--- src/rtl/trig_pkg.sv ---
package trig_pkg;

  typedef enum logic [1:0] {
    RATE_FULL    = 2'd0,
    RATE_HALF    = 2'd1,
    RATE_QUARTER = 2'd2,
    RATE_FULL2   = 2'd3
  } rateMode_e;

  // strobes from control to datapath
  typedef struct packed {
    logic loadPrev;
    logic clearPrev;
  } trigStrobe_t;

endpackage

--- src/rtl/trig_datapath.sv ---
module trig_datapath
  import trig_pkg::*;
#(
  parameter int CH_W       = 16,
  parameter int HALF_CH    = 8,
  parameter int QUARTER_CH = 4,
  localparam int IDX_W     = $clog2(CH_W)
) (
  input  logic              clk,
  input  logic              rstN,
  input  trigStrobe_t       strobe,
  input  logic [CH_W-1:0]   sampleIn,
  input  logic [1:0]        rateMode,
  input  logic [CH_W-1:0]   patValue,
  input  logic [CH_W-1:0]   patCare,
  input  logic              edgeAEn,
  input  logic [IDX_W-1:0]  edgeACh,
  input  logic              edgeARise,
  input  logic              edgeBEn,
  input  logic [IDX_W-1:0]  edgeBCh,
  input  logic              edgeBRise,
  output logic              match
);

  logic [CH_W-1:0] prevWord;
  logic            prevValid;
  logic [CH_W-1:0] riseVec;
  logic [CH_W-1:0] fallVec;

  always_ff @(posedge clk) begin
    if (!rstN) begin
      prevWord  <= '0;
      prevValid <= 1'b0;
    end else if (strobe.clearPrev) begin
      prevValid <= 1'b0;
    end else if (strobe.loadPrev) begin
      prevWord  <= sampleIn;
      prevValid <= 1'b1;
    end
  end

  for (genvar i = 0; i < CH_W; i++) begin : g_edge
    assign riseVec[i] = sampleIn[i] & ~prevWord[i];
    assign fallVec[i] = ~sampleIn[i] & prevWord[i];
  end

  logic patOk;
  logic edgeAHit;
  logic edgeBHit;
  logic fullMode;
  logic chInRange;

  always_comb begin
    patOk    = ((sampleIn ^ patValue) & patCare) == '0;
    edgeAHit = prevValid && (edgeARise ? riseVec[edgeACh] : fallVec[edgeACh]);
    edgeBHit = prevValid && (edgeBRise ? riseVec[edgeBCh] : fallVec[edgeBCh]);
    unique case (rateMode_e'(rateMode))
      RATE_HALF: begin
        fullMode  = 1'b0;
        chInRange = int'(edgeACh) < HALF_CH;
      end
      RATE_QUARTER: begin
        fullMode  = 1'b0;
        chInRange = int'(edgeACh) < QUARTER_CH;
      end
      default: begin
        fullMode  = 1'b1;
        chInRange = 1'b1;
      end
    endcase
    if (fullMode)
      match = patOk && (!edgeAEn || edgeAHit) && (!edgeBEn || edgeBHit);
    else
      match = edgeAEn && chInRange && edgeAHit;
  end

endmodule

--- src/rtl/trig_control.sv ---
module trig_control
  import trig_pkg::*;
(
  input  logic        clk,
  input  logic        rstN,
  input  logic        arm,
  input  logic        sampleEn,
  input  logic        match,
  output trigStrobe_t strobe,
  output logic        trigPulse,
  output logic        triggered
);

  logic armed;
  logic hit;

  always_comb begin
    strobe.clearPrev = arm;
    strobe.loadPrev  = armed & sampleEn & ~arm;
    hit              = strobe.loadPrev & match;
  end

  always_ff @(posedge clk) begin
    if (!rstN) begin
      armed     <= 1'b0;
      triggered <= 1'b0;
      trigPulse <= 1'b0;
    end else begin
      trigPulse <= hit;
      if (arm) begin
        armed     <= 1'b1;
        triggered <= 1'b0;
      end else if (hit) begin
        armed     <= 1'b0;
        triggered <= 1'b1;
      end
    end
  end

endmodule

--- src/rtl/pattern_edge_trigger.sv ---
module pattern_edge_trigger
  import trig_pkg::*;
#(
  parameter int CH_W       = 16,
  parameter int HALF_CH    = 8,
  parameter int QUARTER_CH = 4,
  localparam int IDX_W     = $clog2(CH_W)
) (
  input  logic             clk,
  input  logic             rstN,
  input  logic             arm,
  input  logic             sampleEn,
  input  logic [CH_W-1:0]  sampleIn,
  input  logic [1:0]       rateMode,
  input  logic [CH_W-1:0]  patValue,
  input  logic [CH_W-1:0]  patCare,
  input  logic             edgeAEn,
  input  logic [IDX_W-1:0] edgeACh,
  input  logic             edgeARise,
  input  logic             edgeBEn,
  input  logic [IDX_W-1:0] edgeBCh,
  input  logic             edgeBRise,
  output logic             trigPulse,
  output logic             triggered
);

  trigStrobe_t strobe;
  logic        match;

  trig_control u_ctrl (
    .clk(clk), .rstN(rstN), .arm(arm), .sampleEn(sampleEn), .match(match),
    .strobe(strobe), .trigPulse(trigPulse), .triggered(triggered)
  );

  trig_datapath #(
    .CH_W(CH_W), .HALF_CH(HALF_CH), .QUARTER_CH(QUARTER_CH)
  ) u_dp (
    .clk(clk), .rstN(rstN), .strobe(strobe), .sampleIn(sampleIn),
    .rateMode(rateMode), .patValue(patValue), .patCare(patCare),
    .edgeAEn(edgeAEn), .edgeACh(edgeACh), .edgeARise(edgeARise),
    .edgeBEn(edgeBEn), .edgeBCh(edgeBCh), .edgeBRise(edgeBRise),
    .match(match)
  );

endmodule

--- config.mk ---
export PLATFORM = sky130hd
export DESIGN_NAME = pattern_edge_trigger
export DESIGN_NICKNAME = d
export VERILOG_FILES = /design/src/rtl/trig_pkg.sv /design/src/rtl/trig_datapath.sv /design/src/rtl/trig_control.sv /design/src/rtl/pattern_edge_trigger.sv
export SDC_FILE = /design/constraint.sdc
export NUM_CORES = 1
export LEC_CHECK = 0
export BUFFER_PORTS_ARGS = -buffer_cell sky130_fd_sc_hd__buf_2
export CAP_MARGIN = 25
export CORE_MARGIN = 1.5
export CORE_UTILIZATION = 50
export DETAILED_ROUTE_END_ITERATION = 6
export PLACE_DENSITY = 0.89
export SYNTH_ARGS = -nofsm -noshare
export SYNTH_HDL_FRONTEND = slang
export SYNTH_SLANG_ARGS = --single-unit
--- constraint.sdc ---
create_clock -name clk -period 2.31 [get_ports clk]
set_input_delay 0 -clock clk [delete_from_list [all_inputs] [get_ports clk]]
set_output_delay 0 -clock clk [all_outputs]
set_load 0.1 [all_outputs]
==> metrics.yaml, run 1 <==
sta:
  relSlewSlack_pct: 61.5
  setup_violations: 0
  skew_ns: 0.00781
  grt_setup_unrepaired: "false"
  finalHoldViolations: 0
  fin_crit_ns: 1.91
  worst_pin_slew_ns: 0.574
  setup_slack_ns: 0.405
  finalMaxSlewViolations: 0
  timing.setup.tns_ns: 0
  max_freq_mhz: 525
  post-route-period-util_pct: 82.5
worst_setup_path:
  crit_chain: "nor4b_1 > nor4_1 > a22o_1 > o311ai_1 > o2111ai_1 > a22o_1"
  path_depth: 6
  r2r-end: "u_ctrl.armed"
  cp_common_cell: "a22o_1"
  path_class: "register to register"
  max_stage_delay_ns: 0.38
  cp_slowest_cell: "dfxtp_1"
  r2r_start: "u_dp.prevWord[0]"
  required_ns: 2.48
  cpLargestDelayFamily: "compound AO/OA/AOI/OAI gates"
  critical_path_buf_inv_count: 0
  cp-end-kind: "register"
  cp-start-kind: "register"
  worstPathArrival_ns: 2.07
  cp-startpoint: "u_dp.prevWord[0]"
  r2r_cells: 6
  worstPathMaxFanout: 4
  endpoint: "u_ctrl.armed"
  ff2ff_setup_slack_ns: 0.40
global_route:
  antenna_found_initial: 0
  grt_max_degree: 26
  use_met2_pct: 46.4
  grt_pass1_vias: 1948
  grt_busiest_layer: "met2"
  overflow: 0
  gr-usage-met1_pct: 32.4
  grtUsageMet3_pct: 5.56
  gr-usage-all-layers_pct: 26.6
  grt_pass1_wl_um: 8820
run_status:
  status: "finished, final reports clean"
routing:
  first_iter_violations: 286
  dr_total_vias: 2130
  wirelength_um: 5440
  routed_via_density: 5.98
  wl_per_cell_um: 15.3
  dr.pass1.iters: 4
  ant_nets: 0
  remaining_drc_errors: 0
die:
  dieHeight_um: 64.8
  core-area_um2: 3660
  dieArea_um2: 4200
  initial_utilization_pct: 52.2
  die_x_um: 64.8
  io-pin-count: 68
  rows: 22
logic_synthesis:
  yosys_warnings: 0
  synth_edf_count: 0
  yosysTopAreaCell: "dfxtp_1"
  synth_nets: 316
  syn_area_per_cell_um2: 7.71
  syn_area_um2: 1910
  synth_area_leaders: "dfxtp_1, nand2_1, xor2_1"
  async_reset_ff_share_pct: 0
  seq_area_frac_synth_pct: 20.9
  synth_top_flop_cell: "dfxtp_1"
  synth.top_cell.area_share_pct: 20.9
  yosysUniqueCellTypes: 46
  synth_seq_cells: 20
  netlist_instances: 248
placement:
  placed_area_um2: 2250
  hpwl_um: 4070
  place_congestion: 0.924
  pre_cts_ws_ns: 0.436
  port_buffers: 67
finish:
  multiInputGateArea_um2: 1400
  diodes: 0
  finalCoreUtilization_pct: 63.0
  layout-drive-gt1-share_pct: 27.3
  regArea_um2: 400
  nFillCells: 335
  final_nets: 378
  syn2layout_area_growth_pct: 20.6
  finish.instance_area_um2: 2310
clock_tree:
  htreeDepth: 1
  clk-insertion-delay-late_ns: 0.27
  clock_path_buffers: 2
  cts_tree: "built"
  cts_root_buf: "clkbuf_8"
  cts_setup_buffers: 0
  numCtsBuffers: 3
  clkSlewWorstSetupHoldPaths_ns: 0.08
  clock_sinks: 20
power:
  peakVddDrop_mv: 0.392
  cellPowerDensity_nw_per_um2: 393
  total_leakage_power_uw: 0.000902
hold_path:
  hold_path.class: "input pin to register"
job:
  cap_violations: 0
==> flip-flops by register name, summed over array words and instances, names as in the netlist <==
register,flops
u_ctrl.triggered,1
u_ctrl.armed,1
u_dp.prevWord,16
u_ctrl.trigPulse,1
u_dp.prevValid,1
==> logic make-up (layout without fill, tap and decap cells) <==
logic type      count (synthesis)  after routing  share of synthesized area, %
flops                          20             20                          20.9
compound gates                 62             62                          22.6
mux                             9              9                          7.33
fa+ha+maj                       2              2                          1.31
buf+inv                        27             87                          6.09
xor+xnor                       16             16                          7.33
simple gates                  112            112                          34.4
==> per-layer routing <==
layer  share of wire [%]  up-vias
met5                   0        -
met4                 2.0        0
met3                 6.9       14
met2                  50       87
met1                  41      994
li1                    -     1035
==> worst min-delay path by stage <==
stage | depth (start not counted) | slack [ns] | startpoint | to
6_report | 3 | 0.009 | sampleIn[13] | u_dp.prevWord[13]
5_1_grt | 3 | 0.02 | sampleIn[3] | u_dp.prevWord[3]
4_1_cts | 3 | 0.01 | sampleIn[0] | u_dp.prevWord[0]
3_5_place_dp | 3 | 0.27 | sampleEn | u_dp.prevValid
3_3_place_gp | 3 | 0.26 | sampleEn | u_dp.prevValid
2_1_floorplan | 2 | 0.14 | sampleIn[0] | u_dp.prevWord[0]
==> worst min-delay path, delay by kind of cell <==
| family | cells | cell delay [ns] |
|---|---|---|
| compound gates | 1 | 0.05 |
| simple gates | 1 | 0.05 |
| buf+inv | 1 | 0.13 |
==> cell usage after synthesis, types with 2 or more instances <==
cell type and count:
inv_1 13, nand2_1 40, nand3_1 2, nor2_1 7, or3b_1 4, nand4_1 4
mux4_2 4, and4bb_2 2, o311ai_1 2, nor4_1 3, nor2b_1 12, a31oi_1 3
buf_2 3, mux2i_1 5, a2111oi_2 2, or3b_2 2, nor3_1 2, o2111ai_1 3
clkinv_1 2, o21ai_0 5, nor3b_1 7, o311ai_0 5, ha_1 2, a211oi_1 3
a22oi_1 6, nand3b_1 14, dfxtp_1 20, nor4b_1 4, clkbuf_1 7, a22o_1 2
nand2b_1 3, a21oi_1 24, xor2_1 16, and3b_1 3
==> what timing repair did <==
| action | in CTS | in global routing |
|---|---|---|
| resized for setup | 0 | 0 |
| endpoints found under the hold margin | 1 | 0 |
| hold buffers | 1 | 0 |
==> power breakdown <==
| part | total [µW] | internal (µW) | switching, µW |
|---|---|---|---|
| Combinational | 291 | 135 | 156 |
| Clock | 240 | 117 | 124 |
| Sequential | 374 | 360 | 14.5 |
| Total | 905 | 611 | 294 |
==> cell type report <==
class,instances,share of cell area (%)
Multi-Input combinational cell,201,60.5
Tap cell,48,2.60
Clock buffer,3,1.79
Inverter,15,2.44
Sequential cell,20,17.4
Timing Repair Buffer,69,15.3
==> through the flow <==
stage,std cells,hold slack [ns],power [µW]
floorplan,248,0.136,549
global placement,352,0.257,658
detailed placement,352,0.269,666
CTS,356,0.0143,899
global route,356,0.0225,953
finish,356,0.00883,905
==> cells in the final DEF, fill, tap and decap left out, types with 6 or more instances in the layout <==
cell type / n
a22oi_1: 6
dfxtp_1: 20
xor2_1: 16
nor3b_1: 7
a21oi_1: 24
nor2_1: 7
buf_2: 67
nand3b_1: 14
inv_1: 13
nand2_1: 40
nor2b_1: 12
(Power assumes the default switching activity.)
==> run 2, diff against run 1 <==
- CORE_UTILIZATION: 50 -> 46
- PLACE_DENSITY: 0.89 -> 0.87
- clock period: 2.31 -> 1.7 ns (I/O delays scaled with it)
==> run 2 against run 1 <==
Net effect: first-iteration DRC count shrank 14%; the run now ends with setup timing left; clock power grew 61%; register-to-register slack lost 0.54 ns; die area grew 8.3%; critical path depth is the same; core utilization grew 0.98 points; sequential share of layout area shrank 1.4 points; sequential power grew 36%; highest routed layer unchanged; via count grew 6.1%; setup slack lost 0.54 ns; hold slack gained 0.00059 ns; non-clock buffer count grew 17.
==> metrics.yaml, run 2 (synthesis results as in run 1) <==
finish:
  finish.instance_area_um2: 2560
  diodes: 0
  instances_no_fill: 376
  finalCoreUtilization_pct: 64.0
  final_common_cell: "buf_2"
  regMostFlops: "u_dp.prevWord"
  most-common-layout-cells: "buf_2, nand2_1, a21oi_1"
  final_nets: 395
  syn2layout_area_growth_pct: 33.8
  layout-drive-gt1-share_pct: 38.3
  largest_reg_flops: 16
power:
  peakVddDrop_mv: 0.436
  total_leakage_power_uw: 0.00102
  cellPowerDensity_nw_per_um2: 532
global_route:
  grt_pass1_wl_um: 9420
  grt_pass1_vias: 2010
  grt_max_degree: 26
  gr-usage-all-layers_pct: 27.0
  overflow: 0
  antenna_found_initial: 0
placement:
  post-place-cells: 369
  hpwl_um: 4390
  placed_area_um2: 2370
  port_buffers: 67
  place_congestion: 0.886
clock_tree:
  clock_sinks: 20
  cts_root_buf: "clkbuf_8"
  htreeDepth: 1
  clk-insertion-delay-late_ns: 0.27
  numCtsBuffers: 3
  cts_tree: "built"
  clkSlewWorstSetupHoldPaths_ns: 0.08
  clock_path_buffers: 2
hold_path:
  hold_path.class: "input pin to register"
  hold_depth: 3
worst_setup_path:
  r2r_cells: 6
  path_class: "register to register"
  cp-end-kind: "register"
  cp-start-kind: "register"
  worstPathArrival_ns: 2.00
  worstPathMaxFanout: 4
  required_ns: 1.86
sta:
  setup_violations: 3
  grt_setup_unrepaired: "true"
  finalMaxSlewViolations: 0
  max_freq_mhz: 544
  timing.setup.tns_ns: -0.354
  skew_ns: 0.00259
  fin_crit_ns: 1.84
  post-route-period-util_pct: 108
  worst_pin_slew_ns: 0.530
  hold_ws_ns: 0.00942
  finalHoldViolations: 0
  relSlewSlack_pct: 64.6
  setup_slack_ns: -0.137
job:
  cap_violations: 0
routing:
  ant_nets: 0
  dr.pass1.iters: 5
  dr_total_vias: 2259
  routed_via_density: 6.01
  remaining_drc_errors: 0
  wirelength_um: 6250
  wl_per_cell_um: 16.6
  first_iter_violations: 246
die:
  rows: 23
  initial_utilization_pct: 47.8
  dieHeight_um: 67.5
  io-pin-count: 68
  dieArea_um2: 4550
  core-area_um2: 4000
  die_x_um: 67.5
run_status:
  status: "complete, but fails checks"
  violations: "setup timing"
==> run 2: cell count changes in the layout (fill, tap and decap cells not counted), sizes merged <==
cell	change
dlygate4sd3	+1
clkbuf	+1
buf	+16
==> run 2: area by class of cell <==
type / count / area (µm²)
clock buffer: 4 / 55.1
fill: 335 / 1440
inverter: 15 / 56.3
multi-input combinational: 201 / 1490
sequential: 20 / 409
tap: 50 / 62.6
timing repair buffer: 86 / 483
==> run 2: through the flow <==
| stage | setup WS [ns] | power, µW |
|---|---|---|
| 2_1_floorplan | 0.0238 | 746 |
| 3_3_place_gp | -0.0817 | 924 |
| 3_5_place_dp | -0.178 | 936 |
| 4_1_cts | -0.0516 | 1340 |
| 5_1_grt | -0.262 | 1420 |
| 6_report | -0.137 | 1360 |
==> run 2: worst paths after layout <==
| check | start | endpoint | slack, ns |
|---|---|---|---|
| hold / removal | sampleIn[12] | u_dp.prevWord[12] | 0.009 |
| hold reg to reg | u_dp.prevWord[13] | u_dp.prevWord[13] | 0.48 |
| setup / recovery | u_dp.prevWord[14] | u_ctrl.armed | -0.14 |
| setup reg to reg | u_dp.prevWord[14] | u_ctrl.armed | -0.14 |
==> run 2: repair_timing <==
action                                  in CTS  in global routing
endpoints found under the setup margin       3                  3
resized for setup                           15                 17
pin swaps                                   12                  5
hold buffers                                 2                  0
buffers inserted                             1                  0
hold endpoints to repair                     2                  0
==> run 2: routing by layer <==
metal | up-vias | share of wire (%) | wire length (µm) | GRT usage (%)
met3 | 12 | 8.4 | 522 | 4.83
met1 | 1060 | 40 | 2470 | 35.1
met4 | 0 | 2.4 | 153 | 6.38
met2 | 120 | 50 | 3100 | 46.3
li1 | 1067 | - | - | -
met5 | - | 0 | 0 | 0
==> run 2: power by group <==
part,total [µW],internal [µW],switching (µW)
Combinational,464,218,246
Sequential,510,490,19.9
Clock,387,207,180
Total,1360,915,447
==> run 2: worst max-delay path, cell delays in order, from the launching register on <==
cell and delay (ns):
dfxtp_1 0.40, inv_1 0.09, nor4b_1 0.40, nor4_1 0.12, o311ai_2 0.30, o2111ai_2 0.20, a22o_1 0.22
==> run 3, diff against run 2 <==
- ABC_AREA: not set -> 1
- CAP_MARGIN: 25 -> not set
- CORE_UTILIZATION: 46 -> 45
- PLACE_DENSITY: 0.87 -> 0.86
- clock period: 1.7 -> 1.59 ns (I/O delays scaled with it)
==> run 3 against run 2 <==
Net effect: the run ends with DRC left; combinational power down 11%; largest power group unchanged; hold slack improved by 0.014 ns; highest routed layer unchanged; clock power grew 35%; sequential power up 5.3%; first-iteration DRC count rose by 19%; critical path depth up 5; final cell count increased by 12%; setup slack improved by 0.29 ns; largest cell class unchanged.
==> metrics.yaml, run 3 <==
die:
  io-pin-count: 68
  core-area_um2: 3970
  dieArea_um2: 4510
  rows: 23
  die_x_um: 67.1
  initial_utilization_pct: 46.6
  dieHeight_um: 67.1
clock_tree:
  clock_path_buffers: 2
  clk-insertion-delay-late_ns: 0.26
  clock_sinks: 20
  numCtsBuffers: 3
  cts_tree: "built"
  cts_setup_buffers: 0
  htreeDepth: 1
  hold_buffers: 0
  cts_root_buf: "clkbuf_8"
  clkSlewWorstSetupHoldPaths_ns: 0.09
  cts_resized: 0
sta:
  hold_ws_ns: 0.0231
  skew_ns: 0.00694
  worst_pin_slew_ns: 0.486
  finalHoldViolations: 0
  setup_violations: 0
  finalMaxSlewViolations: 0
  grt_setup_unrepaired: "false"
  timing.setup.tns_ns: 0
  fin_crit_ns: 1.43
  post-route-period-util_pct: 90.2
  setup_slack_ns: 0.155
  relSlewSlack_pct: 67.8
  max_freq_mhz: 697
logic_synthesis:
  netlist_instances: 309
  syn_area_per_cell_um2: 5.99
  seq_area_frac_synth_pct: 21.6
  yosysMostFrequentCell: "nand3_1"
  synth_xor_area_share_pct: 0.947
  syn_area_um2: 1850
  synth_area_leaders: "nand3_1, dfxtp_1, inv_1"
  synth_top_family_by_area: "simple AND/OR/NAND/NOR gates"
  yosys-top-cells-count: "nand3_1, inv_1, nand2_1"
  async_reset_ff_share_pct: 0
  synth_seq_cells: 20
  synth_edf_count: 0
  yosys_warnings: 0
  synth-simple-area-share_pct: 46.8
  synth.top_cell.area_share_pct: 35.4
  yosysTopAreaCell: "nand3_1"
  synth.area.mux_share_pct: 0
  yosysUniqueCellTypes: 26
  synth_compound_area_share_pct: 14.1
  synth_fa_ha_area_share_pct: 1.35
  synth_top_flop_cell: "dfxtp_1"
  synth_nets: 377
finish:
  nFillCells: 391
  syn2layout_area_growth_pct: 21.9
  layout-drive-gt1-share_pct: 23.1
  final_nets: 441
  largest_reg_flops: 16
  regMostFlops: "u_dp.prevWord"
  finish.instance_area_um2: 2260
  diodes: 0
  most-common-layout-cells: "nand3_1, buf_2, inv_1"
  final_common_cell: "nand3_1"
run_status:
  status: "complete, but fails checks"
  violations: "DRC"
worst_setup_path:
  cp-start-kind: "register"
  cpLargestDelayFamily: "simple AND/OR/NAND/NOR gates"
  required_ns: 1.80
  ff2ff_setup_slack_ns: 0.16
  r2r_start: "u_dp.prevWord[3]"
  cp-end-kind: "register"
  critical_path_buf_inv_count: 1
  cp_common_cell: "nand3_1"
  cp_slowest_cell: "dfxtp_1"
  cp-startpoint: "u_dp.prevWord[3]"
  worstPathMaxFanout: 3
  path_class: "register to register"
  r2r-end: "u_ctrl.triggered"
  crit_chain: "inv_1 > nand3_1 > nand3_1 > nand3_1 > nand3_1 > nand2_1 > nand2_1 > nand3_1 > a21oi_2 > nand2_1 > a21oi_2"
  path_depth: 11
  worstPathArrival_ns: 1.64
  endpoint: "u_ctrl.triggered"
  max_stage_delay_ns: 0.33
  r2r_cells: 11
routing:
  wirelength_um: 5530
  routed_via_density: 5.59
  remaining_drc_errors: 13
  dr_total_vias: 2359
  wl_per_cell_um: 13.1
  dr.pass1.iters: 7
  ant_nets: 0
  first_iter_violations: 292
global_route:
  grt_pass1_vias: 2089
  grt_max_degree: 34
  gr-usage-all-layers_pct: 25.9
  grt_pass1_wl_um: 8940
  overflow: 0
  antenna_found_initial: 0
power:
  power.total_uw: 1470
  total_leakage_power_uw: 0.00108
  cellPowerDensity_nw_per_um2: 654
  peakVddDrop_mv: 0.468
placement:
  place_congestion: 0.935
  pre_cts_ws_ns: 0.178
  port_buffers: 67
  hpwl_um: 4390
  placed_area_um2: 2180
job:
  cap_violations: 0
hold_path:
  hold_path.class: "input pin to register"
[run 3: area by class of cell]
type                       count  area (µm²)  share of cell area [%]
multi-input combinational    229        1170                    51.8
sequential                    20         400                    17.7
timing repair buffer          71         365                    16.2
inverter                      48         188                    8.32
tap                           50        62.6                    2.77
clock buffer                   3        41.3                    1.83
clock inverter                 1        30.0                    1.33
[run 3: kinds of logic (layout without fill, tap and decap cells)]
logic type,Yosys count,count (layout)
AND/OR/NAND/NOR,176,176
buffers and inverters,60,123
AO/OA/AOI/OAI,49,49
flip-flops,20,20
adder cells (fa/ha/maj),2,2
XOR/XNOR,2,2
[run 3: worst min path at each step]
stage,startpoint,end,slack [ns],depth (start not counted)
2_1_floorplan,rstN,u_dp.prevWord[0],0.14,2
3_3_place_gp,arm,u_ctrl.triggered,0.30,4
3_5_place_dp,arm,u_ctrl.triggered,0.31,4
4_1_cts,arm,u_ctrl.triggered,0.02,4
5_1_grt,arm,u_ctrl.triggered,0.04,4
6_report,arm,u_ctrl.triggered,0.02,4
[run 3: report_power, final]
part | internal [µW] | leakage [µW] | switching (µW)
Clock | 336 | 0.0000357 | 188
Sequential | 522 | 0.000163 | 15.0
Combinational | 169 | 0.000877 | 244
[run 3: worst register-to-register path: stages (launching register included)]
cell and delay, ns:
dfxtp_1 0.33, inv_1 0.10, nand3_1 0.08, nand3_1 0.10
nand3_1 0.10, nand3_1 0.09, nand2_1 0.05, nand2_1 0.05
nand3_1 0.09, a21oi_2 0.16, nand2_1 0.10, a21oi_2 0.13
[run 3: metrics by stage]
stage                     utilization, %  instances
final                               56.8        422
after global routing                56.8        422
after CTS                           56.8        422
after detailed placement            55.0        418
after global placement              55.0        418
after floorplan                        -        309
[run 3: per-layer routing]
layer  up-vias  wire length (µm)  global-route usage [%]
met4         0               157                    8.67
met2       104              2580                    43.3
met1      1044              2350                    33.4
li1       1191                 -                       -
met3        20               447                    4.73
met5         -                 0                       0
